[config.mk]
export PLATFORM = sky130hd
export DESIGN_NAME = rr_stream_merge
export DESIGN_NICKNAME = d
export VERILOG_FILES = /design/src/rtl/rr_merge_pkg.sv /design/src/rtl/rr_rotate_pick.sv /design/src/rtl/rr_grant_fsm.sv /design/src/rtl/rr_payload_mux.sv /design/src/rtl/rr_stream_merge.sv
export SDC_FILE = /design/constraint.sdc
export NUM_CORES = 1
export LEC_CHECK = 0
export ABC_AREA = 1
export BUFFER_PORTS_ARGS = -buffer_cell sky130_fd_sc_hd__buf_2
export CAP_MARGIN = 20
export CORE_AREA = 2 2 74 76
export CTS_BUF_LIST = sky130_fd_sc_hd__clkbuf_8 sky130_fd_sc_hd__clkbuf_16
export CTS_CLUSTER_DIAMETER = 30
export DETAILED_ROUTE_END_ITERATION = 10
export DIE_AREA = 0 0 76 78
export GPL_TIMING_DRIVEN = 0
export PLACE_DENSITY = 0.91
export SLEW_MARGIN = 20
export SYNTH_ARGS = -nofsm -noshare
export SYNTH_HDL_FRONTEND = slang
export SYNTH_HIERARCHICAL = 1
export SYNTH_SLANG_ARGS = --single-unit
[constraint.sdc]
create_clock -name clk -period 8.3 [get_ports clk]
set_clock_uncertainty 0.2 [all_clocks]
set_input_delay 1.245 -clock clk [delete_from_list [all_inputs] [get_ports clk]]
set_output_delay 1.245 -clock clk [all_outputs]
set_load 0.01 [all_outputs]
[src/rtl/rr_merge_pkg.sv]
package rr_merge_pkg;
    localparam int N_SRC  = 3;
    localparam int IDX_W  = 2;
    localparam int USER_W = 2;

    typedef enum logic {
        ST_IDLE = 1'b0,
        ST_HOLD = 1'b1
    } arb_state_e;
endpackage

[src/rtl/rr_rotate_pick.sv]
module rr_rotate_pick #(
    parameter int N  = 3,
    parameter int IW = 2
) (
    input  logic [N-1:0]  req,
    input  logic [IW-1:0] base,
    output logic          gnt_any,
    output logic [IW-1:0] gnt_idx
);
    logic [N-1:0] rot;
    logic [N-1:0] pick;

    function automatic int wrap_idx(input int v);
        return (v >= N) ? v - N : v;
    endfunction

    always_comb begin
        rot = '0;
        for (int k = 0; k < N; k++) begin
            rot[k] = req[wrap_idx(k + int'(base))];
        end
        pick = '0;
        for (int k = 0; k < N; k++) begin
            if (rot[k] && (pick == '0)) begin
                pick[k] = 1'b1;
            end
        end
        gnt_any = |rot;
        gnt_idx = '0;
        for (int k = 0; k < N; k++) begin
            if (pick[k]) begin
                gnt_idx = IW'(wrap_idx(k + int'(base)));
            end
        end
    end
endmodule

[src/rtl/rr_grant_fsm.sv]
module rr_grant_fsm
    import rr_merge_pkg::*;
#(
    parameter int N  = N_SRC,
    parameter int IW = IDX_W
) (
    input  logic          clk,
    input  logic          rst_n,
    input  logic [N-1:0]  src_valid,
    input  logic [N-1:0]  src_last,
    input  logic [N-1:0]  src_urgent,
    input  logic          m_ready,
    output logic          sel_on,
    output logic [IW-1:0] sel_idx,
    output logic          m_valid
);
    localparam logic [IW-1:0] TOP_IDX = IW'(N - 1);

    arb_state_e    state_q, state_d;
    logic [IW-1:0] hold_q, hold_d;
    logic [IW-1:0] prev_q, prev_d;
    logic [IW-1:0] base;
    logic [N-1:0]  urg_req;
    logic [N-1:0]  cand;
    logic          pick_any;
    logic [IW-1:0] pick_idx;
    logic          fire;
    logic          done;

    assign urg_req = src_urgent & src_valid;
    assign cand    = (|urg_req) ? urg_req : src_valid;
    assign base    = (prev_q == TOP_IDX) ? '0 : prev_q + 1'b1;

    rr_rotate_pick #(.N(N), .IW(IW)) pick_i (
        .req     (cand),
        .base    (base),
        .gnt_any (pick_any),
        .gnt_idx (pick_idx)
    );

    // state register
    always_ff @(posedge clk or negedge rst_n) begin
        if (!rst_n) begin
            state_q <= ST_IDLE;
            hold_q  <= '0;
            prev_q  <= TOP_IDX;
        end else begin
            state_q <= state_d;
            hold_q  <= hold_d;
            prev_q  <= prev_d;
        end
    end

    // outputs
    always_comb begin
        unique case (state_q)
            ST_IDLE: begin
                sel_on  = pick_any;
                sel_idx = pick_idx;
            end
            ST_HOLD: begin
                sel_on  = 1'b1;
                sel_idx = hold_q;
            end
            default: begin
                sel_on  = 1'b0;
                sel_idx = '0;
            end
        endcase
        m_valid = sel_on && src_valid[sel_idx];
        fire    = m_valid && m_ready;
        done    = fire && src_last[sel_idx];
    end

    // transitions
    always_comb begin
        state_d = state_q;
        hold_d  = hold_q;
        prev_d  = prev_q;
        unique case (state_q)
            ST_IDLE: begin
                if (pick_any) begin
                    if (done) begin
                        prev_d = pick_idx;
                    end else begin
                        state_d = ST_HOLD;
                        hold_d  = pick_idx;
                    end
                end
            end
            ST_HOLD: begin
                if (done) begin
                    state_d = ST_IDLE;
                    prev_d  = hold_q;
                end
            end
            default: state_d = ST_IDLE;
        endcase
    end
endmodule

[src/rtl/rr_payload_mux.sv]
module rr_payload_mux
    import rr_merge_pkg::*;
#(
    parameter int N     = N_SRC,
    parameter int IW    = IDX_W,
    parameter int DW    = 32,
    parameter int KW    = DW / 8,
    parameter int UW    = USER_W,
    parameter int SBW   = 4,
    parameter bit SB_EN = 1'b1
) (
    input  logic [N-1:0][DW-1:0] src_data,
    input  logic [N-1:0][KW-1:0] src_strb,
    input  logic [N-1:0][KW-1:0] src_keep,
    input  logic [N-1:0]         src_last,
    input  logic [N-1:0][UW-1:0] src_user,
    input  logic [SBW-1:0]       sb_in,
    input  logic                 sel_on,
    input  logic [IW-1:0]        sel_idx,
    input  logic                 m_ready,
    output logic [DW-1:0]        m_data,
    output logic [KW-1:0]        m_strb,
    output logic [KW-1:0]        m_keep,
    output logic                 m_last,
    output logic [UW-1:0]        m_user,
    output logic [IW-1:0]        m_tid,
    output logic [SBW-1:0]       m_sb,
    output logic [N-1:0]         src_ready
);
    always_comb begin
        if (sel_on) begin
            m_data = src_data[sel_idx];
            m_strb = src_strb[sel_idx];
            m_keep = src_keep[sel_idx];
            m_last = src_last[sel_idx];
            m_user = src_user[sel_idx];
            m_tid  = sel_idx;
        end else begin
            m_data = '0;
            m_strb = '0;
            m_keep = '0;
            m_last = 1'b0;
            m_user = '0;
            m_tid  = '0;
        end
    end

    for (genvar i = 0; i < N; i++) begin : g_ready
        assign src_ready[i] = sel_on && (sel_idx == IW'(i)) && m_ready;
    end

    if (SB_EN) begin : g_sb_on
        assign m_sb = (sel_on && (sel_idx == '0)) ? sb_in : '0;
    end else begin : g_sb_off
        logic sb_unused;
        assign sb_unused = ^sb_in;
        assign m_sb = '0;
    end
endmodule

[src/rtl/rr_stream_merge.sv]
module rr_stream_merge
    import rr_merge_pkg::*;
#(
    parameter int DATA_W = 32,
    parameter int SB_W   = 4,
    parameter bit SB_EN  = 1'b1
) (
    input  logic                clk,
    input  logic                rst_n,
    input  logic [DATA_W-1:0]   s0_tdata,
    input  logic [DATA_W/8-1:0] s0_tstrb,
    input  logic [DATA_W/8-1:0] s0_tkeep,
    input  logic                s0_tlast,
    input  logic [1:0]          s0_tuser,
    input  logic [SB_W-1:0]     s0_tsb,
    input  logic                s0_urgent,
    input  logic                s0_tvalid,
    output logic                s0_tready,
    input  logic [DATA_W-1:0]   s1_tdata,
    input  logic [DATA_W/8-1:0] s1_tstrb,
    input  logic [DATA_W/8-1:0] s1_tkeep,
    input  logic                s1_tlast,
    input  logic [1:0]          s1_tuser,
    input  logic                s1_tvalid,
    output logic                s1_tready,
    input  logic [DATA_W-1:0]   s2_tdata,
    input  logic [DATA_W/8-1:0] s2_tstrb,
    input  logic [DATA_W/8-1:0] s2_tkeep,
    input  logic                s2_tlast,
    input  logic [1:0]          s2_tuser,
    input  logic                s2_urgent,
    input  logic                s2_tvalid,
    output logic                s2_tready,
    output logic [DATA_W-1:0]   m_tdata,
    output logic [DATA_W/8-1:0] m_tstrb,
    output logic [DATA_W/8-1:0] m_tkeep,
    output logic                m_tlast,
    output logic [1:0]          m_tuser,
    output logic [1:0]          m_tid,
    output logic [SB_W-1:0]     m_tsb,
    output logic                m_tvalid,
    input  logic                m_tready
);
    localparam int KW = DATA_W / 8;

    logic [N_SRC-1:0][DATA_W-1:0] v_data;
    logic [N_SRC-1:0][KW-1:0]     v_strb;
    logic [N_SRC-1:0][KW-1:0]     v_keep;
    logic [N_SRC-1:0][USER_W-1:0] v_user;
    logic [N_SRC-1:0]             v_last;
    logic [N_SRC-1:0]             v_valid;
    logic [N_SRC-1:0]             v_urgent;
    logic [N_SRC-1:0]             v_ready;
    logic                         sel_on;
    logic [IDX_W-1:0]             sel_idx;

    assign v_data   = {s2_tdata, s1_tdata, s0_tdata};
    assign v_strb   = {s2_tstrb, s1_tstrb, s0_tstrb};
    assign v_keep   = {s2_tkeep, s1_tkeep, s0_tkeep};
    assign v_user   = {s2_tuser, s1_tuser, s0_tuser};
    assign v_last   = {s2_tlast, s1_tlast, s0_tlast};
    assign v_valid  = {s2_tvalid, s1_tvalid, s0_tvalid};
    assign v_urgent = {s2_urgent, 1'b0, s0_urgent};

    rr_grant_fsm #(.N(N_SRC), .IW(IDX_W)) fsm_i (
        .clk        (clk),
        .rst_n      (rst_n),
        .src_valid  (v_valid),
        .src_last   (v_last),
        .src_urgent (v_urgent),
        .m_ready    (m_tready),
        .sel_on     (sel_on),
        .sel_idx    (sel_idx),
        .m_valid    (m_tvalid)
    );

    rr_payload_mux #(
        .N(N_SRC), .IW(IDX_W), .DW(DATA_W), .KW(KW),
        .UW(USER_W), .SBW(SB_W), .SB_EN(SB_EN)
    ) mux_i (
        .src_data  (v_data),
        .src_strb  (v_strb),
        .src_keep  (v_keep),
        .src_last  (v_last),
        .src_user  (v_user),
        .sb_in     (s0_tsb),
        .sel_on    (sel_on),
        .sel_idx   (sel_idx),
        .m_ready   (m_tready),
        .m_data    (m_tdata),
        .m_strb    (m_tstrb),
        .m_keep    (m_tkeep),
        .m_last    (m_tlast),
        .m_user    (m_tuser),
        .m_tid     (m_tid),
        .m_sb      (m_tsb),
        .src_ready (v_ready)
    );

    assign s0_tready = v_ready[0];
    assign s1_tready = v_ready[1];
    assign s2_tready = v_ready[2];
endmodule

## Word-level counts from Yosys, hierarchy flattened

Index checks and enable logic that the tools add are counted.

- $add $sub $neg: 6
- Magnitude comparators: 7
- Eq/ne operators: 6
- Multiplexer cells: 48
- Bitwise gates (word level): 4
- Reduce and logical (&&, ||, !) cells: 17

Operators with widths:

| cell | number |
|---|---|
| 2-to-1 mux 32 bit | 5 |
| < comparator 32 x 4 -> 1 bit (second input constant) | 3 |
| binary-select mux 32 bit (select 2 bit) | 1 |
| 2-to-1 mux 2 bit | 10 |
| 2-to-1 mux 4 bit | 5 |
| binary-select mux 4 bit (select 2 bit) | 2 |
| 2-to-1 mux 1 bit | 14 |
| logical AND 1 bit | 11 |
| binary-select mux 1 bit (select 2 bit) | 5 |
| one-hot mux 2 bit (2 select lines) | 2 |
| subtractor 3 x 2 -> 4 bit (second input constant) | 2 |
| >= comparator 3 x 2 -> 1 bit (second input constant) | 2 |
| AND reduction 3 bit | 2 |
| OR reduction 3 bit | 2 |
| binary-select mux 2 bit (select 2 bit) | 1 |
| == test 2 bit (second input constant) | 2 |
| logical NOT 2 bit | 2 |
| inequality test 2 x 1 -> 1 bit (second input constant) | 2 |
| one-hot mux 1 bit (2 select lines) | 2 |
| adder 1 x 2 -> 3 bit (first input constant) | 1 |
| adder 2 x 2 -> 3 bit (first input constant) | 1 |
| AND 3 bit | 1 |
| < comparator 2 x 3 -> 1 bit (second input constant) | 1 |
| 2-to-1 mux 3 bit | 1 |
| other kinds (6) | 8 |

- Register bits after elaboration: 5
- Bits of input ports: 141

## Logic depth before layout (Yosys ltp)

Gate-level depths: netlist of run 1.

- Depth in word-level cells: 24
- Mapped depth: 23
- Gate-level depth less buffers: 22

## Cells and area by module

Netlist of run 1, hierarchy kept.

By module, submodules not included:

| module | times used | cells each | area each (µm²) |
|---|---|---|---|
| rr_payload_mux | 1 | 306 | 1,367.6 |
| rr_grant_fsm | 1 | 69 | 455.4 |
| rr_rotate_pick | 1 | 44 | 229.0 |
| rr_stream_merge | 1 | 1 | 3.8 |

## Worst setup path after synthesis of run 1

OpenSTA, ideal clock, no wires.

- Path kind: input to output
- From: input s2_urgent
- To: output m_tdata[14]
- Data arrival time: 3,086 ps
- Path slack: 3,769 ps
- Stages on the path: 19
- Cell sequence: inv_1 o221ai_1 a21oi_1 nand3_1 nand2_1 inv_1 nand4_1 nand2_1 inv_2 nand2_2 nand2_2 inv_1 nor2_2 buf_4 buf_6 nand2_1 nand3_1 nand2_1 inv_1

- Cells in the longest elaborated chain, start to end: 18
- Elaborated cells between the ends (all ways): 28
- Classes of those cells: mux (21); bitwise (2); reduce/logical (5)

RTL lines:

| item | line | source |
|---|---|---|
| from (decl) | rr_stream_merge.sv:31 | `input logic s2_urgent,` |
| AND 3 bit (*) | rr_grant_fsm.sv:30 | `assign urg_req = src_urgent & src_valid;` |
| OR reduction 3 bit | rr_grant_fsm.sv:31 | `assign cand = (\|urg_req) ? urg_req : src_valid;` |
| 2-to-1 mux 3 bit (*) | rr_grant_fsm.sv:31 |  |
| via fsm_i.cand[2] | rr_grant_fsm.sv:24 | `logic [N-1:0] cand;` |
| binary-select mux 1 bit (select 2 bit) | rr_rotate_pick.sv:20 | `rot[k] = req[wrap_idx(k + int'(base))];` |
| 2-to-1 mux 1 bit (implied by the code) (2 in series) | rr_rotate_pick.sv:20 |  |
| 2-to-1 mux 1 bit | rr_rotate_pick.sv:24 | `if (rot[k] && (pick == '0)) begin` |
| inverter 1 bit | rr_rotate_pick.sv:24 |  |
| [4 not listed] | - |  |
| 2-to-1 mux 1 bit | rr_rotate_pick.sv:24 |  |
| 2-to-1 mux 2 bit (*) | rr_rotate_pick.sv:31 | `if (pick[k]) begin` |
| via fsm_i.pick_idx[0] | rr_grant_fsm.sv:26 | `logic [IW-1:0] pick_idx;` |
| one-hot mux 2 bit (2 select lines) (*) | rr_grant_fsm.sv:56 | `unique case (state_q)` |
| via sel_idx[0] | rr_stream_merge.sv:55 | `logic [IDX_W-1:0] sel_idx;` |
| binary-select mux 32 bit (select 2 bit) (*) | rr_payload_mux.sv:32 | `m_data = src_data[sel_idx];` |
| 2-to-1 mux 32 bit (implied by the code) (*) | rr_payload_mux.sv:32 |  |
| 2-to-1 mux 32 bit (*) | rr_payload_mux.sv:31 | `if (sel_on) begin` |
| to (decl) | rr_stream_merge.sv:34 | `output logic [DATA_W-1:0] m_tdata,` |

Mark *: on every way through the listed nets, which the timed path passes. The rest lies on a longest branch. The select of a mux whose other input is x is not followed.

## Worst setup path in the final report of run 1

- From: input s2_tvalid
- To: output m_tdata[23]

- Cells in the longest elaborated chain, start to end: 18
- Elaborated cells between the ends (all ways): 28
- Classes of those cells: mux (21); bitwise (2); reduce/logical (5)

RTL lines:

| item | line | source |
|---|---|---|
| from (decl) | rr_stream_merge.sv:32 | `input logic s2_tvalid,` |
| AND 3 bit | rr_grant_fsm.sv:30 |  |
| OR reduction 3 bit | rr_grant_fsm.sv:31 |  |
| 2-to-1 mux 3 bit (*) | rr_grant_fsm.sv:31 |  |
| via fsm_i.cand[2] | rr_grant_fsm.sv:24 |  |
| binary-select mux 1 bit (select 2 bit) | rr_rotate_pick.sv:20 |  |
| 2-to-1 mux 1 bit (implied by the code) (2 in series) | rr_rotate_pick.sv:20 |  |
| 2-to-1 mux 1 bit | rr_rotate_pick.sv:24 |  |
| inverter 1 bit | rr_rotate_pick.sv:24 |  |
| [4 not listed] | - |  |
| 2-to-1 mux 1 bit | rr_rotate_pick.sv:24 |  |
| 2-to-1 mux 2 bit (*) | rr_rotate_pick.sv:31 |  |
| via fsm_i.pick_idx[0] | rr_grant_fsm.sv:26 |  |
| one-hot mux 2 bit (2 select lines) (*) | rr_grant_fsm.sv:56 |  |
| via sel_idx[0] | rr_stream_merge.sv:55 |  |
| binary-select mux 32 bit (select 2 bit) (*) | rr_payload_mux.sv:32 |  |
| 2-to-1 mux 32 bit (implied by the code) (*) | rr_payload_mux.sv:32 |  |
| 2-to-1 mux 32 bit (*) | rr_payload_mux.sv:31 |  |

Marked as above.

==> results.json, run 1 <==
{
  "final_cell_mix": "buf_2, nand2_1, nand3_1",
  "synth.distinct_cells": 27,
  "grt_antenna_before_repair": 0,
  "drive_above_1_share_pct": 40.19,
  "clk_latency_ns": 0.22,
  "clock-sinks": 5,
  "power_density_nw_per_um2": 460.7,
  "io_buffers": 193,
  "critPathSlowestCell": "a21oi_1",
  "die_y_um": 78,
  "ir_drop_mv": 0.2653,
  "cpPeakStageDelay_ns": 0.30,
  "p_int_uw": 578.0,
  "switching_power_uw": 875.3,
  "fin_ws_ns": 3.168,
  "layout_commonest_cell": "buf_2",
  "p_seq_share_pct": 2.9,
  "yosys_warnings": 6,
  "rsz0062_at_grt": "no",
  "cts_tree": "built",
  "cts-root-buf": "clkbuf_8",
  "nNetsFinal": 763,
  "drt-pass1-iter-count": 5,
  "core_um2": 5042,
  "die_area_um2": 5928,
  "dpl.hpwl_um": 6754,
  "crit_fanout": 10,
  "cp-start-kind": "input pin",
  "grt_pass1_vias": 3183,
  "num_vias": 3391,
  "postLayoutCoreUtil_pct": 62.56,
  "p_leak_nw": 2.185,
  "maxCapViolCount": 0,
  "min_path_type": "reg -> reg",
  "pwr-share-comb_pct": 94.2,
  "end_kind": "output pin",
  "fp.dieW_um": 76,
  "cp_cell_sequence": "buf_2, inv_1, o221ai_1, a21oi_1, nand3_1, nand2_1, inv_1, nand4_1, nand2_1, inv_2, nand2_2, nand2_2, inv_1, nor2_2, nand2_2, inv_2, buf_2, nand2_1, nand2_1, buf_2",
  "hold_buffers": 0,
  "synth_cells": 420,
  "ys_seq_area_share_pct": 6.147,
  "overflow": 0,
  "start_util_pct": 40.77,
  "switching_share_pct": 60.23,
  "route.detailed.drc": 0,
  "finalCritPeriodShare_pct": 61.84,
  "io-pin-count": 194,
  "p_clk_share_pct": 2.9,
  "cts.path.max_buffers": 2,
  "status": "complete, no violations",
  "worstPathArrival_ns": 3.69,
  "wl_per_cell_um": 12.00,
  "cts_setup_buffers": 0,
  "htree_levels": 1,
  "cts_buffers": 3,
  "dpl.cell_count": 683,
  "synth_seq_cells": 5,
  "grt_first_pass_wirelength_um": 13450,
  "drv_slew": 0,
  "hold_ws_ns": 0.2885,
  "fin_crit_ns": 5.132,
  "postSynthNetCount": 565,
  "finalPower_mw": 1.453,
  "cts_resized": 0,
  "first_iter_violations": 184,
  "critical_path_required_ns": 6.86,
  "crit_type": "in -> out",
  "finalSetupTns_ns": 0,
  "antenna_left": 0,
  "cpMostUsedCell": "nand2_1",
  "pre_cts_slack_ns": 3.186,
  "avgSynthCellArea_um2": 4.895,
  "diodes": 0,
  "final_cells": 687,
  "final_area_um2": 3154,
  "dpl_cell_area_um2": 3109,
  "fmax_ghz": 0.1948,
  "clkSlewWorstSetupHoldPaths_ns": 0.03,
  "finalSetupViolCount": 0,
  "row_count": 26,
  "routed_wl_um": 8242,
  "avgViaCountPerCell": 4.936,
  "hold_violations": 0,
  "gp_congestion": 0.9341,
  "track_usage_pct": 26.35,
  "syn2layout_area_growth_pct": 53.44,
  "netlist_area_um2": 2056,
  "grt_max_degree": 11
}
-- layout make-up --
class | count | area, um2
multi-input combinational | 322 | 1504
fill | 487 | 1888
inverter | 65 | 246.5
buffer | 28 | 178.9
clock inverter | 1 | 3.754
sequential | 5 | 126.4
clock buffer | 3 | 41.29
timing repair buffer | 193 | 965.9
tap | 70 | 87.58
-- synthesized netlist by cell type --
cell	instances	share of area [%]
nand2_1	150	27
nor2_1	10	1.8
nor2_4	2	1.1
nor3_1	3	0.73
inv_4	1	0.30
buf_4	11	4.0
nand4_1	4	1.2
inv_1	60	11
nor2_2	4	1.2
conb_1	1	0.18
o21ai_1	2	0.49
a31oi_1	1	0.30
dfstp_2	1	1.3
nand2_4	2	1.1
nand3_1	124	30
o21ai_0	1	0.24
o21ai_2	1	0.43
dfrtp_1	4	4.9
buf_1	1	0.18
inv_2	4	0.73
o221ai_1	1	0.43
a21oi_1	2	0.49
nand3_2	2	0.97
buf_2	14	3.4
ha_1	4	2.4
buf_6	2	1.1
nand2_2	8	2.4
-- state kept, by name, indices dropped and copies added (netlist names) --
name,count
fsm_i/hold_q,2
fsm_i/prev_q,2
fsm_i/state_q,1
-- metal layers --
layer / up-vias / global-route usage (%) / share of wire, %
li1: 1712 / - / -
met2: 182 / 50.71 / 50
met3: 16 / 3.721 / 8.8
met1: 1481 / 30.25 / 40
met4: 0 / 7.273 / 1.3
met5: - / 0 / 0
-- kinds of logic after synthesis --
family | count (synthesis) | share of synthesized area, %
AO/OA/AOI/OAI | 8 | 2.374
adder cells (fa/ha/maj) | 4 | 2.435
buffers and inverters | 93 | 20.69
flip-flops | 5 | 6.148
other | 1 | 0.1824
AND/OR/NAND/NOR | 309 | 68.17
-- worst max-delay path: cells and delay by family --
family	cells	cell delay [ns]
buffers and inverters	8	0.88
AND/OR/NAND/NOR	10	1.08
AO/OA/AOI/OAI	2	0.44
-- power by group through the flow --
stage	registers (mW)	clock network, mW	logic, mW
after detailed placement	0.0424	0	1.37
after global placement	0.0418	0	1.34
after CTS	0.0422	0.0430	1.37
final	0.0423	0.0424	1.37
after global routing	0.0433	0.0456	1.53
after floorplan	0.0408	0	0.933
-- path summary, 6_finish.rpt --
check / from / slack [ns] / end / cells after the start
worst max-delay path: s2_tvalid / 3.17 / m_tdata[23] / 20
worst min-delay path: fsm_i/prev_q[1] / 0.29 / fsm_i/prev_q[1] / 2
worst max register to register: fsm_i/prev_q[0] / 5.51 / fsm_i/hold_q[0] / 17
worst min register to register: fsm_i/prev_q[1] / 0.29 / fsm_i/prev_q[1] / 2
max in group asynchronous: rst_n / 7.05 / fsm_i/prev_q[1] / 1
min in group asynchronous: rst_n / 0.64 / fsm_i/hold_q[1] / 1
Power figures use the tool's default switching activity.
==> run 2, diff against run 1 <==
--- a/config.mk
+++ b/config.mk
@@ -8,13 +8,12 @@
 export ABC_AREA = 1
 export BUFFER_PORTS_ARGS = -buffer_cell sky130_fd_sc_hd__buf_2
 export CAP_MARGIN = 20
-export CORE_AREA = 2 2 74 76
+export CORE_UTILIZATION = 34
 export CTS_BUF_LIST = sky130_fd_sc_hd__clkbuf_8 sky130_fd_sc_hd__clkbuf_16
 export CTS_CLUSTER_DIAMETER = 30
 export DETAILED_ROUTE_END_ITERATION = 10
-export DIE_AREA = 0 0 76 78
 export GPL_TIMING_DRIVEN = 0
-export PLACE_DENSITY = 0.91
+export PLACE_DENSITY = 0.82
 export SLEW_MARGIN = 20
 export SYNTH_ARGS = -nofsm -noshare
 export SYNTH_HDL_FRONTEND = slang
==> constraint.sdc (replaced) <==
create_clock -name clk -period 4.6 [get_ports clk]
set_clock_uncertainty 0.2 [all_clocks]
set_input_delay 0.69 -clock clk [delete_from_list [all_inputs] [get_ports clk]]
set_output_delay 0.69 -clock clk [all_outputs]
set_load 0.01 [all_outputs]
==> run 2 against run 1 <==
Utilization fell by 6.9 points; critical path depth is the same; largest power group unchanged; clock power grew 89%; first-iteration DRC count shrank 26%; non-clock buffer count did not move.
==> results.json, run 2 (synthesis results as in run 1) <==
{
  "status": "complete, no violations",
  "finalSetupTns_ns": 0,
  "end_kind": "output pin",
  "gp_congestion": 0.8535,
  "fin_crit_ns": 4.018,
  "crit_type": "in -> out",
  "drive_above_1_share_pct": 40.19,
  "nNetsFinal": 763,
  "crit_fanout": 10,
  "pre_cts_slack_ns": 0.5854,
  "core_um2": 5675,
  "antenna_left": 0,
  "htree_levels": 1,
  "final_area_um2": 3157,
  "drv_slew": 0,
  "hold_violations": 0,
  "avgViaCountPerCell": 4.869,
  "fp.dieW_um": 79.76,
  "reg2regPathDepth": 18,
  "syn2layout_area_growth_pct": 53.56,
  "ir_drop_mv": 0.3385,
  "r2r-start": "fsm_i/prev_q[0]",
  "clk_latency_ns": 0.22,
  "fmax_ghz": 0.2489,
  "finalCritPeriodShare_pct": 87.36,
  "dpl_cell_area_um2": 3112,
  "wl_per_cell_um": 11.42,
  "row_count": 27,
  "final_cells": 689,
  "route.detailed.drc": 0,
  "dpl.hpwl_um": 6490,
  "cts_tree": "built",
  "cp-start-kind": "input pin",
  "die_y_um": 79.76,
  "final-seq-area_um2": 126.4,
  "io_buffers": 193,
  "die_area_um2": 6361,
  "cts.path.max_buffers": 2,
  "cpMostUsedCell": "nand2_1",
  "grt_pass1_vias": 2950,
  "clkSlewWorstSetupHoldPaths_ns": 0.04,
  "routed_wl_um": 7865,
  "fin_ws_ns": 0.5816,
  "clock-sinks": 5,
  "drt-pass1-iter-count": 4,
  "cp_cell_sequence": "buf_2, inv_1, o221ai_1, a21oi_1, nand3_1, nand2_1, inv_1, nand4_1, nand2_1, inv_2, nand2_2, nand2_2, inv_1, nor2_2, nand2_2, inv_2, buf_2, nand2_1, nand2_1, buf_2",
  "cpPeakStageDelay_ns": 0.32,
  "cpLargestDelayFamily": "simple AND/OR/NAND/NOR gates",
  "grt_antenna_before_repair": 0,
  "finalSetupViolCount": 0,
  "p_leak_nw": 2.185,
  "fillers": 608,
  "grt_first_pass_wirelength_um": 12140,
  "overflow": 0,
  "min_path_type": "in -> async",
  "cts_setup_buffers": 0,
  "maxCapViolCount": 0,
  "cts_buffers": 3,
  "io-pin-count": 194,
  "hold_buffers": 0,
  "crit_buf_inv": 8,
  "ff2ff_setup_slack_ns": 1.90,
  "power_density_nw_per_um2": 818.2,
  "final_cell_mix": "buf_2, nand2_1, nand3_1",
  "multiInputGateArea_um2": 1504,
  "rsz0062_at_grt": "no",
  "track_usage_pct": 23.15,
  "layout_commonest_cell": "buf_2",
  "start_util_pct": 36.22,
  "critPathSlowestCell": "a21oi_1",
  "reg_top3": "fsm_i/hold_q: 2 flops, fsm_i/prev_q: 2 flops, fsm_i/state_q: 1 flops",
  "diodes": 0,
  "grt_max_degree": 11,
  "num_vias": 3355,
  "first_iter_violations": 137,
  "regToRegEndpoint": "fsm_i/hold_q[1]",
  "cts-root-buf": "clkbuf_8",
  "worstPathArrival_ns": 3.13,
  "dpl.cell_count": 685,
  "critical_path_required_ns": 3.71,
  "cts_resized": 0
}
[run 2: stage by stage]
step / hold slack, ns / total power, mW / utilization, %
6_report: 0.07331 / 2.583 / 55.62
5_1_grt: 0.08128 / 2.916 / 55.62
4_1_cts: 0.07422 / 2.597 / 55.62
3_5_place_dp: 0.2902 / 2.505 / 54.83
3_3_place_gp: 0.2746 / 2.479 / 54.83
2_1_floorplan: 0.1944 / 1.756 / -
[run 2: final cells by class]
cell class | instances | area share [%]
plain buffers | 28 | 5.668
repair buffers | 193 | 30.60
inverters | 65 | 7.808
well taps | 72 | 2.854
clock inverters | 1 | 0.1189
clock buffers | 3 | 1.308
flip-flops and latches | 5 | 4.003
multi-input cells | 322 | 47.64
[run 2: worst max-delay path by stage]
stage,slack (ns),startpoint,end,cells after the start
6_report,0.58,s2_tvalid,m_tdata[11],20
3_5_place_dp,0.59,s2_tvalid,m_tdata[11],20
2_1_floorplan,1.18,s2_urgent,m_tdata[14],19
5_1_grt,0.25,s2_urgent,m_tdata[11],22
3_3_place_gp,0.65,s2_tvalid,m_tdata[11],20
4_1_cts,0.58,s2_tvalid,m_tdata[11],20
[run 2: report_power, final]
group          switching, mW  total, mW  internal, mW
registers             0.0110     0.0753        0.0643
logic                   1.51       2.43         0.921
clock network         0.0227     0.0800        0.0573
[run 2: per-layer routing]
| layer | global-route usage, % | up-vias | share of wire [%] |
|---|---|---|---|
| met2 | 43.25 | 170 | 50 |
| met5 | 0 | - | 0 |
| li1 | - | 1713 | - |
| met4 | 7.857 | 0 | 1.2 |
| met3 | 2.629 | 12 | 7.9 |
| met1 | 26.94 | 1460 | 41 |
